File: src/rtl/lcdc_pkg.sv
package lcdc_pkg;

   typedef struct packed {
      logic       sleep;
      logic       booster;
      logic       partial;
      logic       normal;
      logic       vscroll;
      logic       invert;
      logic       disp_on;
      logic       te;
      logic [1:0] gamma;
      logic [7:0] diag;
   } lcd_flags_t;

   localparam lcd_flags_t FLAGS_RESET = '{sleep: 1'b1, booster: 1'b0, partial: 1'b0,
                                          normal: 1'b1, vscroll: 1'b0, invert: 1'b0,
                                          disp_on: 1'b1, te: 1'b0, gamma: 2'd0,
                                          diag: 8'h00};

   // command codes
   localparam logic [7:0] OP_SOFT_RST  = 8'h01;
   localparam logic [7:0] OP_BOOST_OFF = 8'h02;
   localparam logic [7:0] OP_BOOST_ON  = 8'h03;
   localparam logic [7:0] OP_RD_ID     = 8'h04;
   localparam logic [7:0] OP_RD_PIX_R  = 8'h06;
   localparam logic [7:0] OP_RD_PIX_G  = 8'h07;
   localparam logic [7:0] OP_RD_PIX_B  = 8'h08;
   localparam logic [7:0] OP_RD_STAT   = 8'h09;
   localparam logic [7:0] OP_RD_PWR    = 8'h0A;
   localparam logic [7:0] OP_RD_ACCESS = 8'h0B;
   localparam logic [7:0] OP_RD_PIXFMT = 8'h0C;
   localparam logic [7:0] OP_RD_IMAGE  = 8'h0D;
   localparam logic [7:0] OP_RD_SIGNAL = 8'h0E;
   localparam logic [7:0] OP_RD_DIAG   = 8'h0F;
   localparam logic [7:0] OP_SLEEP_IN  = 8'h10;
   localparam logic [7:0] OP_SLEEP_OUT = 8'h11;
   localparam logic [7:0] OP_PARTIAL   = 8'h12;
   localparam logic [7:0] OP_NORMAL    = 8'h13;
   localparam logic [7:0] OP_INV_OFF   = 8'h20;
   localparam logic [7:0] OP_INV_ON    = 8'h21;
   localparam logic [7:0] OP_CONTRAST  = 8'h25;
   localparam logic [7:0] OP_GAMMA     = 8'h26;
   localparam logic [7:0] OP_DISP_OFF  = 8'h28;
   localparam logic [7:0] OP_DISP_ON   = 8'h29;
   localparam logic [7:0] OP_TE_OFF    = 8'h34;
   localparam logic [7:0] OP_TE_ON     = 8'h35;
   localparam logic [7:0] OP_VSCROLL   = 8'h37;
   localparam logic [7:0] OP_CLK_INT   = 8'hB0;
   localparam logic [7:0] OP_CLK_EXT   = 8'hB1;
   localparam logic [7:0] OP_RD_MISC   = 8'hBD;
   localparam logic [7:0] OP_IF_MODE   = 8'hC2;
   localparam logic [7:0] OP_RD_ID_HI  = 8'hDA;
   localparam logic [7:0] OP_RD_ID_MID = 8'hDB;
   localparam logic [7:0] OP_RD_ID_LO  = 8'hDC;

   function automatic logic [1:0] params_needed(input logic [7:0] op);
      case (op)
         OP_GAMMA, OP_TE_ON, OP_CONTRAST:    params_needed = 2'd1;
         OP_CLK_INT, OP_CLK_EXT, OP_IF_MODE: params_needed = 2'd2;
         default:                            params_needed = 2'd0;
      endcase
   endfunction

   function automatic logic [1:0] lowest_set(input logic [3:0] n);
      casez (n)
         4'b???1: lowest_set = 2'd0;
         4'b??10: lowest_set = 2'd1;
         4'b?100: lowest_set = 2'd2;
         default: lowest_set = 2'd3;
      endcase
   endfunction

endpackage

File: src/rtl/lcdc_mode_regs.sv
module lcdc_mode_regs
   import lcdc_pkg::*;
(
   input  logic       clk,
   input  logic       rst_n,
   input  logic       cmd_stb,
   input  logic [7:0] cmd_code,
   input  logic       par_stb,
   input  logic [7:0] par_cmd,
   input  logic [7:0] par_data,
   output lcd_flags_t flags
);

   lcd_flags_t f_q, f_d;

   always_comb begin
      f_d = f_q;
      if (cmd_stb) begin
         case (cmd_code)
            OP_SOFT_RST: begin
               f_d.normal  = 1'b1;
               f_d.partial = 1'b0;
               f_d.vscroll = 1'b0;
               f_d.invert  = 1'b0;
               f_d.disp_on = 1'b1;
               f_d.gamma   = 2'd0;
            end
            OP_BOOST_OFF: f_d.booster = 1'b0;
            OP_BOOST_ON:  f_d.booster = 1'b1;
            OP_SLEEP_IN:  f_d.sleep   = 1'b1;
            OP_SLEEP_OUT: begin
               f_d.sleep   = 1'b0;
               f_d.diag[6] = ~f_q.diag[6];
            end
            OP_PARTIAL: {f_d.partial, f_d.normal, f_d.vscroll} = 3'b100;
            OP_NORMAL:  {f_d.partial, f_d.normal, f_d.vscroll} = 3'b010;
            OP_VSCROLL: {f_d.partial, f_d.normal, f_d.vscroll} = 3'b001;
            OP_INV_OFF:  f_d.invert  = 1'b0;
            OP_INV_ON:   f_d.invert  = 1'b1;
            OP_DISP_OFF: f_d.disp_on = 1'b0;
            OP_DISP_ON:  f_d.disp_on = 1'b1;
            OP_TE_OFF:   f_d.te      = 1'b0;
            default: ;
         endcase
      end else if (par_stb) begin
         case (par_cmd)
            OP_GAMMA: if (par_data[3:0] != 4'h0) f_d.gamma = lowest_set(par_data[3:0]);
            OP_TE_ON: f_d.te = 1'b1;
            default: ;
         endcase
      end
   end

   always_ff @(posedge clk or negedge rst_n) begin
      if (!rst_n) f_q <= FLAGS_RESET;
      else        f_q <= f_d;
   end

   assign flags = f_q;

endmodule

File: src/rtl/lcdc_resp_buf.sv
module lcdc_resp_buf #(
   parameter int DEPTH = 4,
   localparam int PTR_W = $clog2(DEPTH + 1),
   localparam int IDX_W = $clog2(DEPTH)
) (
   input  logic                  clk,
   input  logic                  rst_n,
   input  logic                  adv,
   input  logic                  load,
   input  logic [DEPTH-1:0][7:0] load_data,
   output logic [7:0]            rd_byte,
   output logic [PTR_W-1:0]      rd_ptr
);

   logic [DEPTH-1:0][7:0] mem_q;
   logic [PTR_W-1:0]      ptr_q;
   logic                  in_range;

   assign in_range = (ptr_q < PTR_W'(DEPTH));
   assign rd_byte  = in_range ? mem_q[ptr_q[IDX_W-1:0]] : 8'h00;
   assign rd_ptr   = ptr_q;

   for (genvar g = 0; g < DEPTH; g++) begin : g_slot
      always_ff @(posedge clk or negedge rst_n) begin
         if (!rst_n)            mem_q[g] <= 8'h00;
         else if (adv && load)  mem_q[g] <= load_data[g];
      end
   end

   always_ff @(posedge clk or negedge rst_n) begin
      if (!rst_n)                 ptr_q <= PTR_W'(DEPTH);
      else if (adv && load)       ptr_q <= '0;
      else if (adv && in_range)   ptr_q <= ptr_q + 1'b1;
   end

endmodule

File: src/rtl/lcd_cmd_decoder.sv
module lcd_cmd_decoder
   import lcdc_pkg::*;
#(
   parameter int          MAX_BITS = 9,
   parameter int          LEN_W    = 4,
   parameter int          DEPTH    = 4,
   parameter logic [23:0] DEV_ID   = 24'h838F03,
   localparam int PTR_W = $clog2(DEPTH + 1)
) (
   input  logic                clk,
   input  logic                rst_n,
   input  logic                cs_n,
   input  logic                word_valid,
   input  logic [LEN_W-1:0]    word_len,
   input  logic [MAX_BITS-1:0] word_in,
   output logic [7:0]          byte_out,
   output logic                len_err
);

   if (MAX_BITS < 8) begin : g_bad_width
      $error("MAX_BITS must hold a full command byte");
   end
   if (DEPTH < 4) begin : g_bad_depth
      $error("DEPTH must hold the four-byte status response");
   end
   if ((2 ** LEN_W) <= MAX_BITS + 1) begin : g_bad_len
      $error("LEN_W cannot express an over-wide transfer");
   end

   logic                  wide, take, cmd_stb, par_stb, load;
   logic [7:0]            wbyte, cur_cmd, rd_byte;
   logic [1:0]            pcnt;
   logic [PTR_W-1:0]      rd_ptr;
   logic [DEPTH-1:0][7:0] ld;
   lcd_flags_t            flags;

   assign wbyte   = word_in[7:0];
   assign wide    = word_valid && !cs_n && (word_len > LEN_W'(MAX_BITS));
   assign take    = word_valid && !cs_n && !wide;
   assign cmd_stb = take && (pcnt == 2'd0);
   assign par_stb = take && (pcnt == 2'd1);

   // parameter countdown
   always_ff @(posedge clk or negedge rst_n) begin
      if (!rst_n) begin
         pcnt    <= 2'd0;
         cur_cmd <= 8'h00;
      end else if (cs_n) begin
         pcnt    <= 2'd0;
      end else if (take) begin
         if (pcnt != 2'd0) pcnt <= pcnt - 1'b1;
         else begin
            cur_cmd <= wbyte;
            pcnt    <= params_needed(wbyte);
         end
      end
   end

   // response builder from the flags as they stand
   always_comb begin
      load = 1'b0;
      ld   = '0;
      if (cmd_stb) begin
         load = 1'b1;
         case (wbyte)
            OP_RD_ID: begin
               ld[0] = DEV_ID[23:16];
               ld[1] = DEV_ID[15:8];
               ld[2] = DEV_ID[7:0];
            end
            OP_RD_PIX_R, OP_RD_PIX_G, OP_RD_PIX_B: ld[0] = 8'h01;
            OP_RD_STAT: begin
               ld[0] = {flags.booster, 7'b0};
               ld[1] = {4'h5, 1'b0, flags.partial, flags.sleep, flags.normal};
               ld[2] = {flags.vscroll, 1'b0, flags.invert, 2'b0,
                        flags.disp_on, flags.te, 1'b0};
               ld[3] = {flags.gamma, 6'b0};
            end
            OP_RD_PWR: ld[0] = {flags.booster, flags.sleep, flags.partial, flags.sleep,
                                flags.normal, flags.disp_on, 2'b0};
            OP_RD_ACCESS: ld[0] = 8'h00;
            OP_RD_PIXFMT: ld[0] = 8'h05;
            OP_RD_IMAGE:  ld[0] = {flags.vscroll, 1'b0, flags.invert, 3'b0, flags.gamma};
            OP_RD_SIGNAL: ld[0] = {flags.te, 7'b0};
            OP_RD_DIAG:   ld[0] = flags.diag;
            OP_RD_MISC:   ld[1] = 8'h01;
            OP_RD_ID_HI:  ld[0] = DEV_ID[23:16];
            OP_RD_ID_MID: ld[0] = DEV_ID[15:8];
            OP_RD_ID_LO:  ld[0] = DEV_ID[7:0];
            default:      load  = 1'b0;
         endcase
      end
   end

   lcdc_resp_buf #(.DEPTH(DEPTH)) u_buf (
      .clk       (clk),
      .rst_n     (rst_n),
      .adv       (take),
      .load      (load),
      .load_data (ld),
      .rd_byte   (rd_byte),
      .rd_ptr    (rd_ptr)
   );

   lcdc_mode_regs u_modes (
      .clk      (clk),
      .rst_n    (rst_n),
      .cmd_stb  (cmd_stb),
      .cmd_code (wbyte),
      .par_stb  (par_stb),
      .par_cmd  (cur_cmd),
      .par_data (wbyte),
      .flags    (flags)
   );

   always_ff @(posedge clk or negedge rst_n) begin
      if (!rst_n) begin
         byte_out <= 8'h00;
         len_err  <= 1'b0;
      end else begin
         len_err <= wide;
         if (take) byte_out <= rd_byte;
      end
   end

endmodule

File: config.mk
export PLATFORM = sky130hd
export DESIGN_NAME = lcd_cmd_decoder
export DESIGN_NICKNAME = d
export VERILOG_FILES = /design/src/rtl/lcdc_pkg.sv /design/src/rtl/lcdc_mode_regs.sv /design/src/rtl/lcdc_resp_buf.sv /design/src/rtl/lcd_cmd_decoder.sv
export SDC_FILE = /design/constraint.sdc
export NUM_CORES = 1
export LEC_CHECK = 0
export BUFFER_PORTS_ARGS = -buffer_cell sky130_fd_sc_hd__buf_2
export CAP_MARGIN = 20
export CELL_PAD_IN_SITES_DETAIL_PLACEMENT = 1
export CELL_PAD_IN_SITES_GLOBAL_PLACEMENT = 2
export CORE_MARGIN = 2
export CORE_UTILIZATION = 40
export CTS_CLUSTER_DIAMETER = 200
export DETAILED_ROUTE_END_ITERATION = 8
export PLACE_DENSITY = 0.83
export SYNTH_ARGS = -nofsm -noshare
export SYNTH_HDL_FRONTEND = slang
export SYNTH_SLANG_ARGS = --single-unit
File: constraint.sdc
create_clock -name clk -period 2.8 [get_ports clk]
set_input_delay 0.42 -clock clk [delete_from_list [all_inputs] [get_ports clk]]
set_output_delay 0.42 -clock clk [all_outputs]
set_load 0.01 [all_outputs]
==> out/qor.txt, run 1 <==
Core Box Area: 6794 sq um
antenna-violating nets left: 0
# fillers: 795
H-tree depth: 2
n_diodes: 0
CP Cell Sequence: buf_2 > or4_1 > a21oi_1 > o21a_1 > o31ai_2 > buf_4 > mux2_2
worst vdd ir: 0.2086 mV
CP bufs+invs: 2
total track usage: 21.54%
CTS tree: built
Via density: 5.655
Setup Skew: 0.009992 ns
die area: 7699 sq um
slew margin rel.: 54.85%
global-route wire length before repair: 12680 microns
Final Max Slew Viols: 0
FF-to-FF End: u_modes.flags[11]$_DFFE_PN1P_
largest net degree at the start of global routing: 27
Fmax achieved: 0.4451 GHz
Critical Path AT: 2.45 ns
TritonRoute pass-1 iters: 4
Area after DPL: 3102 sq um
Nets: 341
slowest cell delay on critical path: 0.62 ns
Post-Syn Area: 2805 sq um
clock sinks: 53
most frequent cells in the layout: 49 x dfrtp_1, 46 x nand2_1, 23 x buf_2, 19 x nor2_1, 19 x buf_4
FF-to-FF Start: pcnt[0]$_DFFE_PN0P_
Min-Delay Path Depth: 4
vias in the first global route: 2486
area of the multi-input gates: 1374 sq um
crit path kind: in2reg
top_reg_cell synth: dfrtp_1
GR Overflow Total: 0
critical path fanouts, max: 10
clk_lat worst skew: 0.32 ns
EDFF count, synth: 0
end point of the worst hold path: pcnt[1]$_DFFE_PN0P_
FF-to-FF path depth: 3
drt initial violations: 118
Seq cells post-synth: 53
PortBufs: 23
routed wire length: 7703 microns
post-DP HPWL: 5913 microns
gp weighted congestion: 0.8147
CTS buffer count: 5
Synth Instances: 295
register area: 1331 sq um
Avg Synthesized Cell Area: 9.509 sq um
PD cells: 559.3 nW/um^2
average wire per standard cell: 18.34 microns
initial antenna violation count: 0
fin crit share: 80.24%
hold_sp: cs_n
r2r setup slk: 0.59 ns
Distinct cells, synth: 48
CTS Root Buffer Type: clkbuf_8
DR DRC count: 0
FFs w/ async S/R, synth: 100.0%
CP Launch Type: input pin
WP data required: 3.00 ns
Post-CTS Resized: 0
final number of hold-violating endpoints: 0
part of the Yosys area used for sequential elements: 47.46%
Pwr Total: 1.804 mW
CP endpoint kind: flop
setup bufs post-CTS: 0
synthesis-to-layout area growth: 14.94%
Row Count: 30
design area: 3224 sq um
via count: 2375
outcome: finished, final reports clean
Die W: 87.75 microns
worst-margin pin slew: 0.6732 ns
hold_buf cts: 1
Vert. Die Dim: 87.75 microns
# Max-Cap Violations: 0
unrepaired setup endpoints after global routing: no
commonest non-fill, non-tap cell in the layout: dfrtp_1
Synthesis Warnings: 0
Initial Util: 41.29%
Pleak: 1.469 nW
share of layout cells above drive strength 1: 20.68%
Setup-failing EPs final: 0
maximum clock path buffer count: 2
syn nets: 313
Worst path slowest cell: o31ai_2
Clock transition at path regs: 0.10 ns
worst hold path class: in2reg
crit-path leading delay family: compound AO/OA/AOI/OAI gates
TNS Setup: 0 ns
IO Count: 26
Period minus WS final: 2.247 ns
-- where the power goes --
group,internal (mW),total (mW),switching [mW]
clock,0.268,0.536,0.268
sequential,0.849,0.959,0.110
combinational,0.146,0.308,0.162
total,1.26,1.80,0.540
-- final cells by class --
cell class | instances | share of cell area, %
tap | 96 | 3.725
clock buffer | 5 | 2.134
sequential | 53 | 41.29
clock inverter | 3 | 1.358
timing repair buffer | 43 | 8.304
inverter | 5 | 0.5821
multi-input combinational | 215 | 42.61
-- state kept, by name, indices dropped and copies added, names as in the netlist --
name	flops
u_modes.flags	11
cur_cmd	8
len_err	1
u_buf.rd_ptr	3
byte_out	8
pcnt	2
u_buf.mem_q	20
-- synthesized netlist by cell type (4+ instances only) --
cell / n / share of area, %
nor3_1: 5 / 0.89
dfstp_2: 4 / 3.7
nand2_1: 46 / 6.2
a32o_1: 4 / 1.4
a22o_1: 12 / 3.7
clkbuf_1: 18 / 2.4
o21a_1: 5 / 1.3
nor4_1: 4 / 0.89
o2bb2ai_1: 6 / 1.9
nor2b_1: 4 / 0.89
nand4_1: 5 / 1.1
a21oi_1: 9 / 1.6
dfrtp_1: 49 / 44
mux2_2: 4 / 1.6
nand3b_1: 5 / 1.3
o41ai_1: 5 / 1.6
nor2_1: 19 / 2.5
nand2b_1: 7 / 1.6
and2_1: 4 / 0.89
o31ai_1: 4 / 1.1
inv_1: 5 / 0.67
nand3_1: 5 / 0.89
o21ai_0: 16 / 2.9
mux2i_1: 9 / 3.2
buf_2: 4 / 0.71
-- kinds of logic (layout without fill, tap and decap cells) --
logic type | after synthesis | count (layout) | share of synthesized area, %
multiplexers | 14 | 14 | 5.620
AND/OR/NAND/NOR | 118 | 118 | 21.05
flip-flops | 53 | 53 | 47.46
buffers and inverters | 27 | 56 | 3.791
AO/OA/AOI/OAI | 79 | 79 | 20.70
adder cells (fa/ha/maj) | 1 | 1 | 0.4460
XOR/XNOR | 3 | 3 | 0.9368
-- per-layer routing --
layer,routed length [microns],track usage [%],vias up
met3,241,4.430,11
met2,3876,36.78,41
met4,115,6.014,0
li1,-,-,1128
met1,3470,27.74,1195
met5,0,0,-
-- worst reg2reg max path: stages (launching register included) --
cell and delay [ns]:
dfrtp_1 0.51, or4_1 0.79, or4_1 0.58, o31ai_1 0.25
-- worst max-delay path by stage --
stage | end | slack, ns | from | depth (start not counted)
after detailed placement | u_buf.mem_q[8]$_DFFE_PN0P_ | 0.24 | word_in[5] | 7
after floorplan | u_modes.flags[8]$_DFFE_PN0P_ | 0.74 | word_in[5] | 6
final | u_buf.mem_q[8]$_DFFE_PN0P_ | 0.55 | word_in[5] | 7
after global placement | u_buf.mem_q[8]$_DFFE_PN0P_ | 0.28 | word_in[5] | 7
after CTS | u_buf.mem_q[8]$_DFFE_PN0P_ | 0.57 | word_in[5] | 7
after global routing | u_buf.mem_q[8]$_DFFE_PN0P_ | 0.41 | word_in[5] | 7
-- metrics by stage --
step           util, %  setup slack [ns]  hold WS (ns)  std cells
5_1_grt          47.46            0.4150        0.3935        420
3_5_place_dp     45.65            0.2428        0.3159        411
4_1_cts          47.46            0.5662        0.3605        420
2_1_floorplan        -            0.7385        0.1244        295
6_report         47.46            0.5533        0.3646        420
3_3_place_gp     45.65            0.2849        0.3090        411
Power figures use the tool's default switching activity.
==> run 2: changes to the inputs <==
--- a/config.mk
+++ b/config.mk
@@ -10,10 +10,10 @@
 export CELL_PAD_IN_SITES_DETAIL_PLACEMENT = 1
 export CELL_PAD_IN_SITES_GLOBAL_PLACEMENT = 2
 export CORE_MARGIN = 2
-export CORE_UTILIZATION = 40
+export CORE_UTILIZATION = 34
 export CTS_CLUSTER_DIAMETER = 200
 export DETAILED_ROUTE_END_ITERATION = 8
-export PLACE_DENSITY = 0.83
+export PLACE_DENSITY = 0.75
 export SYNTH_ARGS = -nofsm -noshare
 export SYNTH_HDL_FRONTEND = slang
 export SYNTH_SLANG_ARGS = --single-unit
==> constraint.sdc (replaced) <==
create_clock -name clk -period 1.8 [get_ports clk]
set_input_delay 0.27 -clock clk [delete_from_list [all_inputs] [get_ports clk]]
set_output_delay 0.27 -clock clk [all_outputs]
set_load 0.01 [all_outputs]
==> run 2 against run 1 <==
  * Die area is 17% higher
  * Sequential cell count is the same
  * Critical path depth shrank 3
  * Core utilization shrank 3.4 points
  * Critical path type is now reg2reg
==> out/qor.txt, run 2 (synthesis results as in run 1) <==
most flop-heavy register: u_buf.mem_q (unchanged)
TritonRoute pass-1 iters: 4 (unchanged)
largest net degree at the start of global routing: 24 (was 27)
worst hold path class: in2reg (unchanged)
die area: 8993 sq um (was 7699 sq um)
final number of hold-violating endpoints: 0 (unchanged)
Setup-failing EPs final: 0 (unchanged)
Via density: 5.380 (was 5.655)
H-tree depth: 2 (unchanged)
PD cells: 806.0 nW/um^2 (was 559.3 nW/um^2)
slew margin rel.: 60.74% (was 54.85%)
Setup Skew: 0.01065 ns (was 0.009992 ns)
Fmax achieved: 0.5704 GHz
drt initial violations: 94 (was 118)
CTS Root Buffer Type: clkbuf_8 (unchanged)
CP endpoint kind: flop (unchanged)
CTS buffer count: 5 (unchanged)
unrepaired setup endpoints after global routing: yes (was no)
CP Launch Type: flop (was input pin)
hold_sp: word_len[3] (was cs_n)
via count: 2491 (was 2375)
Pleak: 1.658 nW (was 1.469 nW)
r2r setup slk: 0.05 ns (was 0.59 ns)
initial antenna violation count: 0 (unchanged)
Critical Path AT: 1.99 ns (was 2.45 ns)
final worst setup slack: 0.04691 ns (was 0.5533 ns)
average wire per standard cell: 17.91 microns (was 18.34 microns)
most frequent cells in the layout: 50 x buf_4, 49 x dfrtp_1, 46 x nand2_1, 23 x buf_2, 18 x nor2_1 (was 49 x dfrtp_1, 46 x nand2_1, 23 x buf_2, 19 x nor2_1, 19 x buf_4)
PortBufs: 23 (unchanged)
routed wire length: 8291 microns (was 7703 microns)
total track usage: 19.84% (was 21.54%)
# fillers: 952 (was 795)
Initial Util: 34.66% (was 41.29%)
global-route wire length before repair: 13830 microns (was 12680 microns)
DR DRC count: 0 (unchanged)
clk_lat worst skew: 0.31 ns (was 0.32 ns)
commonest non-fill, non-tap cell in the layout: buf_4 (was dfrtp_1)
gp weighted congestion: 0.8617 (was 0.8147)
Final Non-Filler Cells: 463 (was 420)
Clock transition at path regs: 0.10 ns (about the same)
design area: 3568 sq um (was 3224 sq um)
Row Count: 33 (was 30)
outcome: finished, final reports clean (unchanged)
vias in the first global route: 2600 (was 2486)
post-place setup slack: -0.2315 ns (was 0.2428 ns)
synthesis-to-layout area growth: 27.21% (was 14.94%)
Hold WS: 0.2570 ns (was 0.3646 ns)
fin crit share: 97.39%
post-DP HPWL: 6312 microns (was 5913 microns)
Die W: 94.83 microns (was 87.75 microns)
critical path fanouts, max: 2 (was 10)
crit path kind: reg2reg (was in2reg)
# Max-Cap Violations: 0 (unchanged)
Core Box Area: 8093 sq um (was 6794 sq um)
post-placement cell count: 452 (was 411)
GR Overflow Total: 0 (unchanged)
n_diodes: 0 (unchanged)
Final Max Slew Viols: 0 (unchanged)
FF-to-FF Start: pcnt[0]$_DFFE_PN0P_ (unchanged)
worst vdd ir: 0.2716 mV (was 0.2086 mV)
CTS tree: built (unchanged)
clock sinks: 53 (unchanged)
worst-margin pin slew: 0.5889 ns (was 0.6732 ns)
WP data required: 2.04 ns (was 3.00 ns)
Period minus WS final: 1.753 ns
Area after DPL: 3393 sq um (was 3102 sq um)
antenna-violating nets left: 0 (unchanged)
Vert. Die Dim: 94.83 microns (was 87.75 microns)
IO Count: 26 (unchanged)
CP startpoint: pcnt[0]$_DFFE_PN0P_ (was word_in[5])
max reg flops: 20 (unchanged)
maximum clock path buffer count: 2 (unchanged)
Nets: 375 (was 341)
share of layout cells above drive strength 1: 30.73% (was 20.68%)
-- run 2: metrics by stage --
stage          utilization, %  TNS (ns)  power (mW)
2_1_floorplan               -   -0.2538       1.800
3_3_place_gp            41.93    -3.644       2.035
3_5_place_dp            41.93    -4.028       2.064
4_1_cts                 43.61         0       2.899
5_1_grt                 44.09  -0.02946       3.049
6_report                44.09         0       2.876
-- run 2: report_power, final --
group          leakage, nW  internal [mW]  switching [mW]
logic                0.899          0.277           0.283
registers            0.700           1.32           0.159
clock network       0.0585          0.418           0.419
total                 1.66           2.02           0.860
-- run 2: path summary, 6_finish.rpt --
kind	end	cells after the start
worst max-delay path	u_modes.flags[11]$_DFFE_PN1P_	4
worst min-delay path	len_err$_DFF_PN0_	3
worst max register to register	u_modes.flags[11]$_DFFE_PN1P_	4
worst min register to register	byte_out[4]$_DFFE_PN0P_	2
max in group asynchronous	cur_cmd[0]$_DFFE_PN0P_	3
min in group asynchronous	byte_out[5]$_DFFE_PN0P_	2
-- run 2: layout make-up --
cell class | count | area [sq um] | area share (%)
Multi-Input combinational cell | 215 | 1431 | 40.11
Clock buffer | 5 | 68.82 | 1.928
Inverter | 5 | 18.77 | 0.5259
Timing Repair Buffer | 77 | 543.0 | 15.22
Clock inverter | 3 | 43.79 | 1.227
Tap cell | 105 | 131.4 | 3.682
Sequential cell | 53 | 1331 | 37.31
-- run 2: what timing repair did --
action,in CTS,in global routing
hold buffers,1,0
hold endpoints to repair,17,0
pin swaps,1,3
setup buffers,0,2
gates resized for setup,4,5
setup endpoints to repair,9,13
-- run 2: routing by layer --
| metal | part of all wire (%) | track usage (%) |
|---|---|---|
| met1 | 47 | 28.04 |
| met4 | 0.78 | 3.986 |
| met2 | 48 | 33.04 |
| met5 | 0 | 0 |
| met3 | 3.5 | 2.155 |
-- run 2: worst max-delay path, stage by stage (launching register included) --
cell and delay (ns):
dfrtp_1 0.39, or4_4 0.57, or4_4 0.52, o21ai_2 0.14, o31ai_2 0.08
